$ cat src/rtl/erm_pkg.sv
package erm_pkg;
   typedef enum logic [1:0] {
      FS_IDLE = 2'd0,
      FS_ARM  = 2'd1,
      FS_OPEN = 2'd2,
      FS_WAIT = 2'd3
   } fstate_e;
endpackage

$ cat src/rtl/erm_period_unit.sv
module erm_period_unit #(
   parameter int CNT_W        = 32,
   parameter int PERIOD_LIMIT = 16000000
) (
   input  logic             clk,
   input  logic             rst_n,
   input  logic             tick,
   input  logic             a_rise,
   input  logic             long_sel,
   output logic [CNT_W-1:0] period,
   output logic             period_valid
);
   localparam logic [CNT_W-1:0] LIM_S = CNT_W'(PERIOD_LIMIT);
   localparam logic [CNT_W-1:0] LIM_L = CNT_W'(2 * PERIOD_LIMIT);

   logic [CNT_W-1:0] lim, cnt_q, cnt_n;
   logic             armed_q;

   assign lim   = long_sel ? LIM_L : LIM_S;
   assign cnt_n = (cnt_q >= lim) ? cnt_q : cnt_q + CNT_W'(tick);

   always_ff @(posedge clk) begin
      if (!rst_n) begin
         cnt_q        <= '0;
         armed_q      <= 1'b0;
         period       <= '0;
         period_valid <= 1'b0;
      end else if (a_rise) begin
         if (armed_q) begin
            period       <= cnt_n;
            period_valid <= 1'b1;
         end
         cnt_q   <= '0;
         armed_q <= 1'b1;
      end else if (cnt_n >= lim) begin
         cnt_q <= cnt_n;
         if (armed_q) begin
            armed_q      <= 1'b0;
            period       <= '0;
            period_valid <= 1'b0;
         end
      end else begin
         cnt_q <= cnt_n;
      end
   end

   assert_period_bound_R3: assert property (@(posedge clk) disable iff (!rst_n)
      period_valid |-> period <= LIM_L);
   assert_valid_on_edge_R2: assert property (@(posedge clk) disable iff (!rst_n)
      $rose(period_valid) |-> $past(a_rise));
   assert_cancel_no_edge_R3: assert property (@(posedge clk) disable iff (!rst_n)
      $fell(period_valid) |-> !$past(a_rise));
endmodule

$ cat src/rtl/erm_seq_div.sv
module erm_seq_div #(
   parameter int NUM_W = 56,
   parameter int DEN_W = 32
) (
   input  logic             clk,
   input  logic             rst_n,
   input  logic             start,
   input  logic [NUM_W-1:0] num,
   input  logic [DEN_W-1:0] den,
   output logic             busy,
   output logic             done,
   output logic [NUM_W-1:0] quo
);
   localparam int CW = $clog2(NUM_W + 1);
   localparam int PW = NUM_W + DEN_W;

   logic [DEN_W-1:0] rem_q, den_q, rem_n;
   logic [NUM_W-1:0] num_q;
   logic [CW-1:0]    cnt_q;
   logic [DEN_W:0]   partial, diff;
   logic             ge;

   assign partial = {rem_q, quo[NUM_W-1]};
   assign diff    = partial - {1'b0, den_q};
   assign ge      = partial >= {1'b0, den_q};
   assign rem_n   = ge ? diff[DEN_W-1:0] : partial[DEN_W-1:0];

   always_ff @(posedge clk) begin
      if (!rst_n) begin
         quo   <= '0;
         rem_q <= '0;
         den_q <= '0;
         num_q <= '0;
         cnt_q <= '0;
         busy  <= 1'b0;
         done  <= 1'b0;
      end else begin
         done <= 1'b0;
         if (start && !busy) begin
            quo   <= num;
            num_q <= num;
            den_q <= den;
            rem_q <= '0;
            cnt_q <= CW'(NUM_W);
            busy  <= 1'b1;
         end else if (busy) begin
            quo   <= {quo[NUM_W-2:0], ge};
            rem_q <= rem_n;
            cnt_q <= cnt_q - 1'b1;
            if (cnt_q == CW'(1)) begin
               busy <= 1'b0;
               done <= 1'b1;
            end
         end
      end
   end

   assert_div_exact_R5: assert property (@(posedge clk) disable iff (!rst_n)
      (done && den_q != '0) |->
         ((PW'(quo) * PW'(den_q) + PW'(rem_q)) == PW'(num_q)) && (rem_q < den_q));
endmodule

$ cat src/rtl/erm_freq_unit.sv
module erm_freq_unit
   import erm_pkg::*;
#(
   parameter int CNT_W        = 32,
   parameter int WLEN_W       = 16,
   parameter int WAIT_W       = 11,
   parameter int TICKS_PER_US = 10,
   parameter int TICKS_PER_MS = 10000,
   parameter int PERIOD_LIMIT = 16000000,
   parameter int LONG_WIN_MS  = 600,
   parameter int FREQ_SCALE   = 10000000
) (
   input  logic              clk,
   input  logic              rst_n,
   input  logic              tick,
   input  logic              a_rise,
   input  logic              gate_block,
   input  logic              meas_restart,
   input  logic              cfg_win_ms,
   input  logic [WLEN_W-1:0] cfg_win_len,
   input  logic [WAIT_W-1:0] cfg_wait_ms,
   output logic [CNT_W-1:0]  freq,
   output logic              freq_valid,
   output logic              freq_done
);
   localparam int SCALE_W = $clog2(FREQ_SCALE + 1);
   localparam int NUM_W   = CNT_W + SCALE_W;
   localparam logic [CNT_W-1:0] TPU_C = CNT_W'(TICKS_PER_US);
   localparam logic [CNT_W-1:0] TPM_C = CNT_W'(TICKS_PER_MS);
   localparam logic [CNT_W-1:0] LIM_C = CNT_W'(PERIOD_LIMIT);

   fstate_e          st_q, st_d;
   logic [CNT_W-1:0] el_q, el_d, el_n, ed_q, ed_d, ed_n, wc_q, wc_d, wc_n;
   logic [CNT_W-1:0] win_ticks, wait_raw, wait_lim;
   logic [WLEN_W-1:0] len_eff;
   logic             mode_b, close, tmo;
   logic             div_busy, div_done;
   logic [NUM_W-1:0] div_num, div_quo;

   assign len_eff   = (cfg_win_len == '0) ? WLEN_W'(1) : cfg_win_len;
   assign win_ticks = CNT_W'(len_eff) * (cfg_win_ms ? TPM_C : TPU_C);
   assign wait_raw  = CNT_W'(cfg_wait_ms) * TPM_C;
   assign wait_lim  = (wait_raw < LIM_C) ? wait_raw : LIM_C;
   assign mode_b    = cfg_win_ms && (cfg_win_len > WLEN_W'(LONG_WIN_MS));

   assign el_n = el_q + CNT_W'(tick);
   assign ed_n = ed_q + CNT_W'(a_rise);
   assign wc_n = wc_q + CNT_W'(tick);

   always_comb begin
      st_d  = st_q;
      el_d  = el_q;
      ed_d  = ed_q;
      wc_d  = wc_q;
      close = 1'b0;
      tmo   = 1'b0;
      if (gate_block) begin
         st_d = FS_IDLE;
         el_d = '0; ed_d = '0; wc_d = '0;
      end else if (meas_restart || st_q == FS_IDLE) begin
         st_d = mode_b ? FS_OPEN : FS_ARM;
         el_d = '0; ed_d = '0; wc_d = '0;
      end else begin
         case (st_q)
            FS_ARM: if (a_rise) st_d = FS_OPEN;
            FS_OPEN: begin
               if (el_n >= win_ticks) begin
                  if (mode_b || a_rise) begin
                     close = 1'b1;
                     el_d  = '0;
                     ed_d  = '0;
                  end else begin
                     st_d = FS_WAIT;
                     el_d = el_n;
                     ed_d = ed_n;
                     wc_d = '0;
                  end
               end else begin
                  el_d = el_n;
                  ed_d = ed_n;
               end
            end
            FS_WAIT: begin
               if (a_rise) begin
                  close = 1'b1;
                  st_d  = FS_OPEN;
                  el_d = '0; ed_d = '0; wc_d = '0;
               end else if (wc_n >= wait_lim) begin
                  tmo  = 1'b1;
                  st_d = FS_ARM;
                  el_d = '0; ed_d = '0; wc_d = '0;
               end else begin
                  el_d = el_n;
                  wc_d = wc_n;
               end
            end
            default: st_d = FS_IDLE;
         endcase
      end
   end

   assign div_num = NUM_W'(ed_n) * NUM_W'(FREQ_SCALE);

   erm_seq_div #(.NUM_W(NUM_W), .DEN_W(CNT_W)) u_div (
      .clk   (clk),
      .rst_n (rst_n),
      .start (close && !div_busy),
      .num   (div_num),
      .den   (el_n),
      .busy  (div_busy),
      .done  (div_done),
      .quo   (div_quo)
   );

   always_ff @(posedge clk) begin
      if (!rst_n) begin
         st_q       <= FS_IDLE;
         el_q       <= '0;
         ed_q       <= '0;
         wc_q       <= '0;
         freq       <= '0;
         freq_valid <= 1'b0;
         freq_done  <= 1'b0;
      end else begin
         st_q <= st_d;
         el_q <= el_d;
         ed_q <= ed_d;
         wc_q <= wc_d;
         if (div_done) begin
            freq       <= (|div_quo[NUM_W-1:CNT_W]) ? '1 : div_quo[CNT_W-1:0];
            freq_valid <= 1'b1;
            freq_done  <= 1'b1;
         end else if (tmo) begin
            freq       <= '0;
            freq_valid <= 1'b1;
            freq_done  <= 1'b1;
         end else begin
            freq_done <= 1'b0;
         end
      end
   end

   assert_gate_idle_R9: assert property (@(posedge clk) disable iff (!rst_n)
      $past(gate_block) |-> st_q == FS_IDLE);
   assert_hold_value_R10: assert property (@(posedge clk) disable iff (!rst_n)
      !freq_done |-> $stable(freq));
   assert_valid_sticky_R11: assert property (@(posedge clk) disable iff (!rst_n)
      $past(freq_valid) |-> freq_valid);
   assert_wait_capped_R6: assert property (@(posedge clk) disable iff (!rst_n)
      (st_q == FS_WAIT && $stable(wait_lim)) |-> wc_q < wait_lim);
endmodule

$ cat src/rtl/enc_rate_meter.sv
module enc_rate_meter #(
   parameter int CNT_W          = 32,
   parameter int WLEN_W         = 16,
   parameter int WAIT_W         = 11,
   parameter int TICKS_PER_US   = 10,
   parameter int TICKS_PER_MS   = 10000,
   parameter int PERIOD_LIMIT   = 16000000,
   parameter int LONG_WIN_MS    = 600,
   parameter int FREQ_SCALE     = 10000000,
   parameter int LONG_PERIOD_EN = 1
) (
   input  logic              clk,
   input  logic              rst_n,
   input  logic              tick,
   input  logic              a_rise,
   input  logic              gate_block,
   input  logic              meas_restart,
   input  logic              cfg_long_period,
   input  logic              cfg_win_ms,
   input  logic [WLEN_W-1:0] cfg_win_len,
   input  logic [WAIT_W-1:0] cfg_wait_ms,
   output logic [CNT_W-1:0]  period,
   output logic              period_valid,
   output logic [CNT_W-1:0]  freq,
   output logic              freq_valid,
   output logic              freq_done
);
   localparam longint SPAN    = longint'(1) << CNT_W;
   localparam longint MAX_WIN = ((longint'(1) << WLEN_W) - 1) * longint'(TICKS_PER_MS);

   if (CNT_W < 8 || CNT_W > 48) begin : g_bad_cnt_w
      $error("CNT_W out of supported range");
   end
   if (2 * longint'(PERIOD_LIMIT) >= SPAN) begin : g_bad_limit
      $error("doubled period limit does not fit CNT_W");
   end
   if (MAX_WIN + longint'(PERIOD_LIMIT) >= SPAN) begin : g_bad_window
      $error("longest window plus wait does not fit CNT_W");
   end
   if (TICKS_PER_US < 1 || TICKS_PER_MS < TICKS_PER_US || FREQ_SCALE < 1) begin : g_bad_time
      $error("time base parameters inconsistent");
   end

   logic long_sel;
   if (LONG_PERIOD_EN != 0) begin : g_long
      assign long_sel = cfg_long_period;
   end else begin : g_short
      assign long_sel = 1'b0;
   end

   erm_period_unit #(.CNT_W(CNT_W), .PERIOD_LIMIT(PERIOD_LIMIT)) u_period (
      .clk          (clk),
      .rst_n        (rst_n),
      .tick         (tick),
      .a_rise       (a_rise),
      .long_sel     (long_sel),
      .period       (period),
      .period_valid (period_valid)
   );

   erm_freq_unit #(
      .CNT_W(CNT_W), .WLEN_W(WLEN_W), .WAIT_W(WAIT_W),
      .TICKS_PER_US(TICKS_PER_US), .TICKS_PER_MS(TICKS_PER_MS),
      .PERIOD_LIMIT(PERIOD_LIMIT), .LONG_WIN_MS(LONG_WIN_MS),
      .FREQ_SCALE(FREQ_SCALE)
   ) u_freq (
      .clk          (clk),
      .rst_n        (rst_n),
      .tick         (tick),
      .a_rise       (a_rise),
      .gate_block   (gate_block),
      .meas_restart (meas_restart),
      .cfg_win_ms   (cfg_win_ms),
      .cfg_win_len  (cfg_win_len),
      .cfg_wait_ms  (cfg_wait_ms),
      .freq         (freq),
      .freq_valid   (freq_valid),
      .freq_done    (freq_done)
   );
endmodule

$ cat config.mk
export PLATFORM = sky130hd
export DESIGN_NAME = enc_rate_meter
export DESIGN_NICKNAME = d
export VERILOG_FILES = /design/src/rtl/erm_pkg.sv /design/src/rtl/erm_period_unit.sv /design/src/rtl/erm_seq_div.sv /design/src/rtl/erm_freq_unit.sv /design/src/rtl/enc_rate_meter.sv
export SDC_FILE = /design/constraint.sdc
export NUM_CORES = 2
export LEC_CHECK = 0
export ABC_CLOCK_PERIOD_IN_PS = 10200
export BUFFER_PORTS_ARGS = -buffer_cell sky130_fd_sc_hd__buf_2
export CAP_MARGIN = 20
export CORE_MARGIN = 1
export CORE_UTILIZATION = 50
export DETAILED_ROUTE_END_ITERATION = 7
export PLACE_DENSITY = 0.66
export SETUP_SLACK_MARGIN = 0.05
export SLEW_MARGIN = 20
export SYNTH_ARGS = -nofsm -noshare
export SYNTH_HDL_FRONTEND = slang
export SYNTH_HIERARCHICAL = 1
export SYNTH_SLANG_ARGS = --single-unit
$ cat constraint.sdc
create_clock -name clk -period 10.2 [get_ports clk]
set_input_delay 1.02 -clock clk [delete_from_list [all_inputs] [get_ports clk]]
set_output_delay 1.02 -clock clk [all_outputs]
set_load 0.02 [all_outputs]
==> run metrics <==
Cell Int Power=2890 uW; Reg2Reg Depth=32; EDFF count, synth=0; post-layout util=between 50% and 60%; hold buffers post-CTS=0; WP data arrival=9.49 ns; Netlist cell types=roughly 100; CP Capture Type=flop; Req. time, crit path=10.65 ns; Resized cells post-CTS=0; Max Slew Vio Count=0; #FFs+latches synth=about 330; crit path max fanout=6; RePlAce Congestion=0.923; Post-Syn Instances=a little under 4000; CTS root buffer=clkbuf_16; Post-Route WL=roughly 83 mm; HPWL after DPL=65.8 mm; post-synthesis cell area=about 34000 um2; Via density=5.54; global route overflow=0; most used cell, CP=ha_1; Switching Share=between 30% and 40%; WHS=around 0.45 ns; router iterations before antenna repair=5; Post-synth ARST share=0%; Clock Sinks=between 300 and 400; Peak VDD IR=about 0.00013 V; total net switching power=~1600 uW; fraction of final layout cells sized beyond drive strength 1=between 7 and 8%; Antenna Nets Post-Route=0; worst stage delay on the critical path=around 0.63 ns; PD cells=120 nW/um2; PortBufs=101; H-Tree Depth=2; outcome=completed; clock latency on the worst-skew pair=between 0.5 and 0.6 ns; post-CTS setup buffer count=0; area occupied by multi-input gates=between 20000 and 25000 um2; largest net degree at the start of global routing=70; worst min-delay path class=reg -> reg; register area=~6500 um2; total die area=between 60000 and 70000 um2; Yosys warning total=6; initial antenna violation count=2; Setup Crit Path Kind=in -> reg; area delta synth->final=8.29%; number of global-route vias before repair=roughly 27000; worst-margin pin slew=between 1 and 1.5 ns; FILL cells=about 6300; commonest non-fill, non-tap cells in the layout=inv_1, ha_1, nor2_1; clock network power share=a little over a third; Via Count=27400; TritonCTS clock tree=built; CTS Buf Count=40; final period utilization=88.7%; GRT Resource Usage Total=between 20 and 25%; row count=95; register area share after synthesis=19.1%; Logic pwr share=approximately 36%; Initial Utilization=50.7%; Bufs on Longest Clock Path=3; nets@finish=just under 5000; CP max stage cell=xor2_1; # DRC=0; slew margin rel.=between 20% and 30%; Iter 0 DRT Violations=~1800; max_cap viols=0; Worst Hold Path Cells=1; Peak Freq=111 MHz; Clock Skew=approximately 0.023 ns; endpoints failing setup=0; num ports=between 100 and 150; Critical Path Start Type=input port; Fin Setup TNS=0 ns; commonest non-fill, non-tap cell in the layout=inv_1; WL per Instance=16.8 um; total core area=~67000 um2; Final min period=about 9.0 ns; Avg Cell Area, Syn=roughly 8.6 um2; first-pass GRT wire length=roughly 140 mm; top_reg_cell synth=dfxtp_1; Die Wd=about 260 um; clk slew on worst S/H paths=approximately 0.06 ns; RSZ-0062 raised after global routing=no; Die Height=roughly 260 um; Lkg Pwr=0.0183 uW; final hold vios=0; Flop pwr share=~29%
==> metrics by stage <==
step                      power [uW]  setup WS [ns]  cell area [um2]  std cells
after floorplan                 2580           1.78            34200       3996
after global placement          2900          0.836            35500       4868
after detailed placement        2910          0.659            35500       4868
after CTS                       4490           1.23            36900       4940
after global routing            4790          0.582            36900       4942
final                           4450           1.16            36900       4942
==> sequential cells by signal, indices dropped and copies added (netlist names) <==
signal,count
u_freq/u_div/quo,56
u_freq/ed_q,32
u_freq/el_q,32
u_freq/freq,32
u_freq/u_div/den_q,32
u_freq/u_div/rem_q,32
u_freq/wc_q,32
u_period/cnt_q,32
u_period/period,32
u_freq/u_div/cnt_q,6
u_freq/st_q,2
u_freq/freq_done,1
u_freq/freq_valid,1
u_freq/u_div/busy,1
u_freq/u_div/done,1
u_period/armed_q,1
u_period/period_valid,1
==> path summary, 6_finish.rpt <==
check / start / slack [ns] / to
min reg2reg: u_freq/freq[29]$_SDFFE_PN0P_ / 0.45 / u_freq/freq[29]$_SDFFE_PN0P_
max reg2reg: u_freq/ed_q[0]$_SDFFE_PP0P_ / 1.45 / u_freq/u_div/quo[53]$_SDFFE_PN0P_
max: a_rise / 1.16 / u_freq/u_div/quo[53]$_SDFFE_PN0P_
min: u_freq/freq[29]$_SDFFE_PN0P_ / 0.45 / u_freq/freq[29]$_SDFFE_PN0P_
==> cell usage after synthesis, drive strengths merged (42+ instances only) <==
cell type / number / area (um2)
fa: 246 / 4920
o2bb2ai: 42 / 368
a21oi: 246 / 1250
clkbuf: 108 / 407
dfxtp: 326 / 6530
inv: 558 / 2090
o21ai: 145 / 726
nor2: 339 / 1290
nand3: 105 / 531
xnor2: 108 / 946
mux2i: 82 / 821
nand4: 44 / 294
ha: 516 / 6460
a21o: 62 / 473
nand2: 279 / 1050
nor3: 65 / 335
xor2: 93 / 815
==> cell type report <==
class | instances | share of cell area [%]
sequential | 326 | 17.7
timing repair buffer | 143 | 2.26
inverter | 558 | 5.68
antenna | 2 | 0.0136
tap | 873 | 2.96
clock buffer | 50 | 3.06
multi-input combinational | 2968 | 67.5
clock inverter | 22 | 0.871
==> power by group through the flow <==
stage | sequential, uW | combinational (uW) | clock (uW)
2_1_floorplan | 1310 | 1270 | 0
6_report | 1280 | 1620 | 1550
4_1_cts | 1280 | 1620 | 1590
5_1_grt | 1280 | 1870 | 1640
3_5_place_dp | 1310 | 1600 | 0
3_3_place_gp | 1310 | 1590 | 0
==> worst max-delay path: cells and delay by family <==
kind / cells / cell delay (ns)
xor+xnor: 2 / 0.81
mux: 1 / 0.15
buf+inv: 6 / 0.67
compound gates: 5 / 1.70
simple gates: 10 / 1.62
fa+ha+maj: 9 / 3.53
==> cell families (layout without fill, tap and decap cells) <==
| group | count (synthesis) | after routing | synth area share [%] |
|---|---|---|---|
| fa+ha+maj | 762 | 762 | 33.4 |
| flops | 326 | 326 | 19.1 |
| other cells | 1 | 22 | 0.0110 |
| compound gates | 803 | 803 | 16.1 |
| buf+inv | 702 | 773 | 8.11 |
| simple gates | 1098 | 1098 | 15.6 |
| mux | 84 | 84 | 2.47 |
| xor+xnor | 201 | 201 | 5.16 |
==> routing by layer <==
metal  track usage (%)  share of wire [%]  vias up
li1                  -                  -    13700
met1              33.7                 48    13000
met2              40.0                 46      517
met3              2.27                4.0       96
met4              5.26                1.8        0
met5                 0                  0        -
Note: power is estimated with default switching activity, not from simulation.
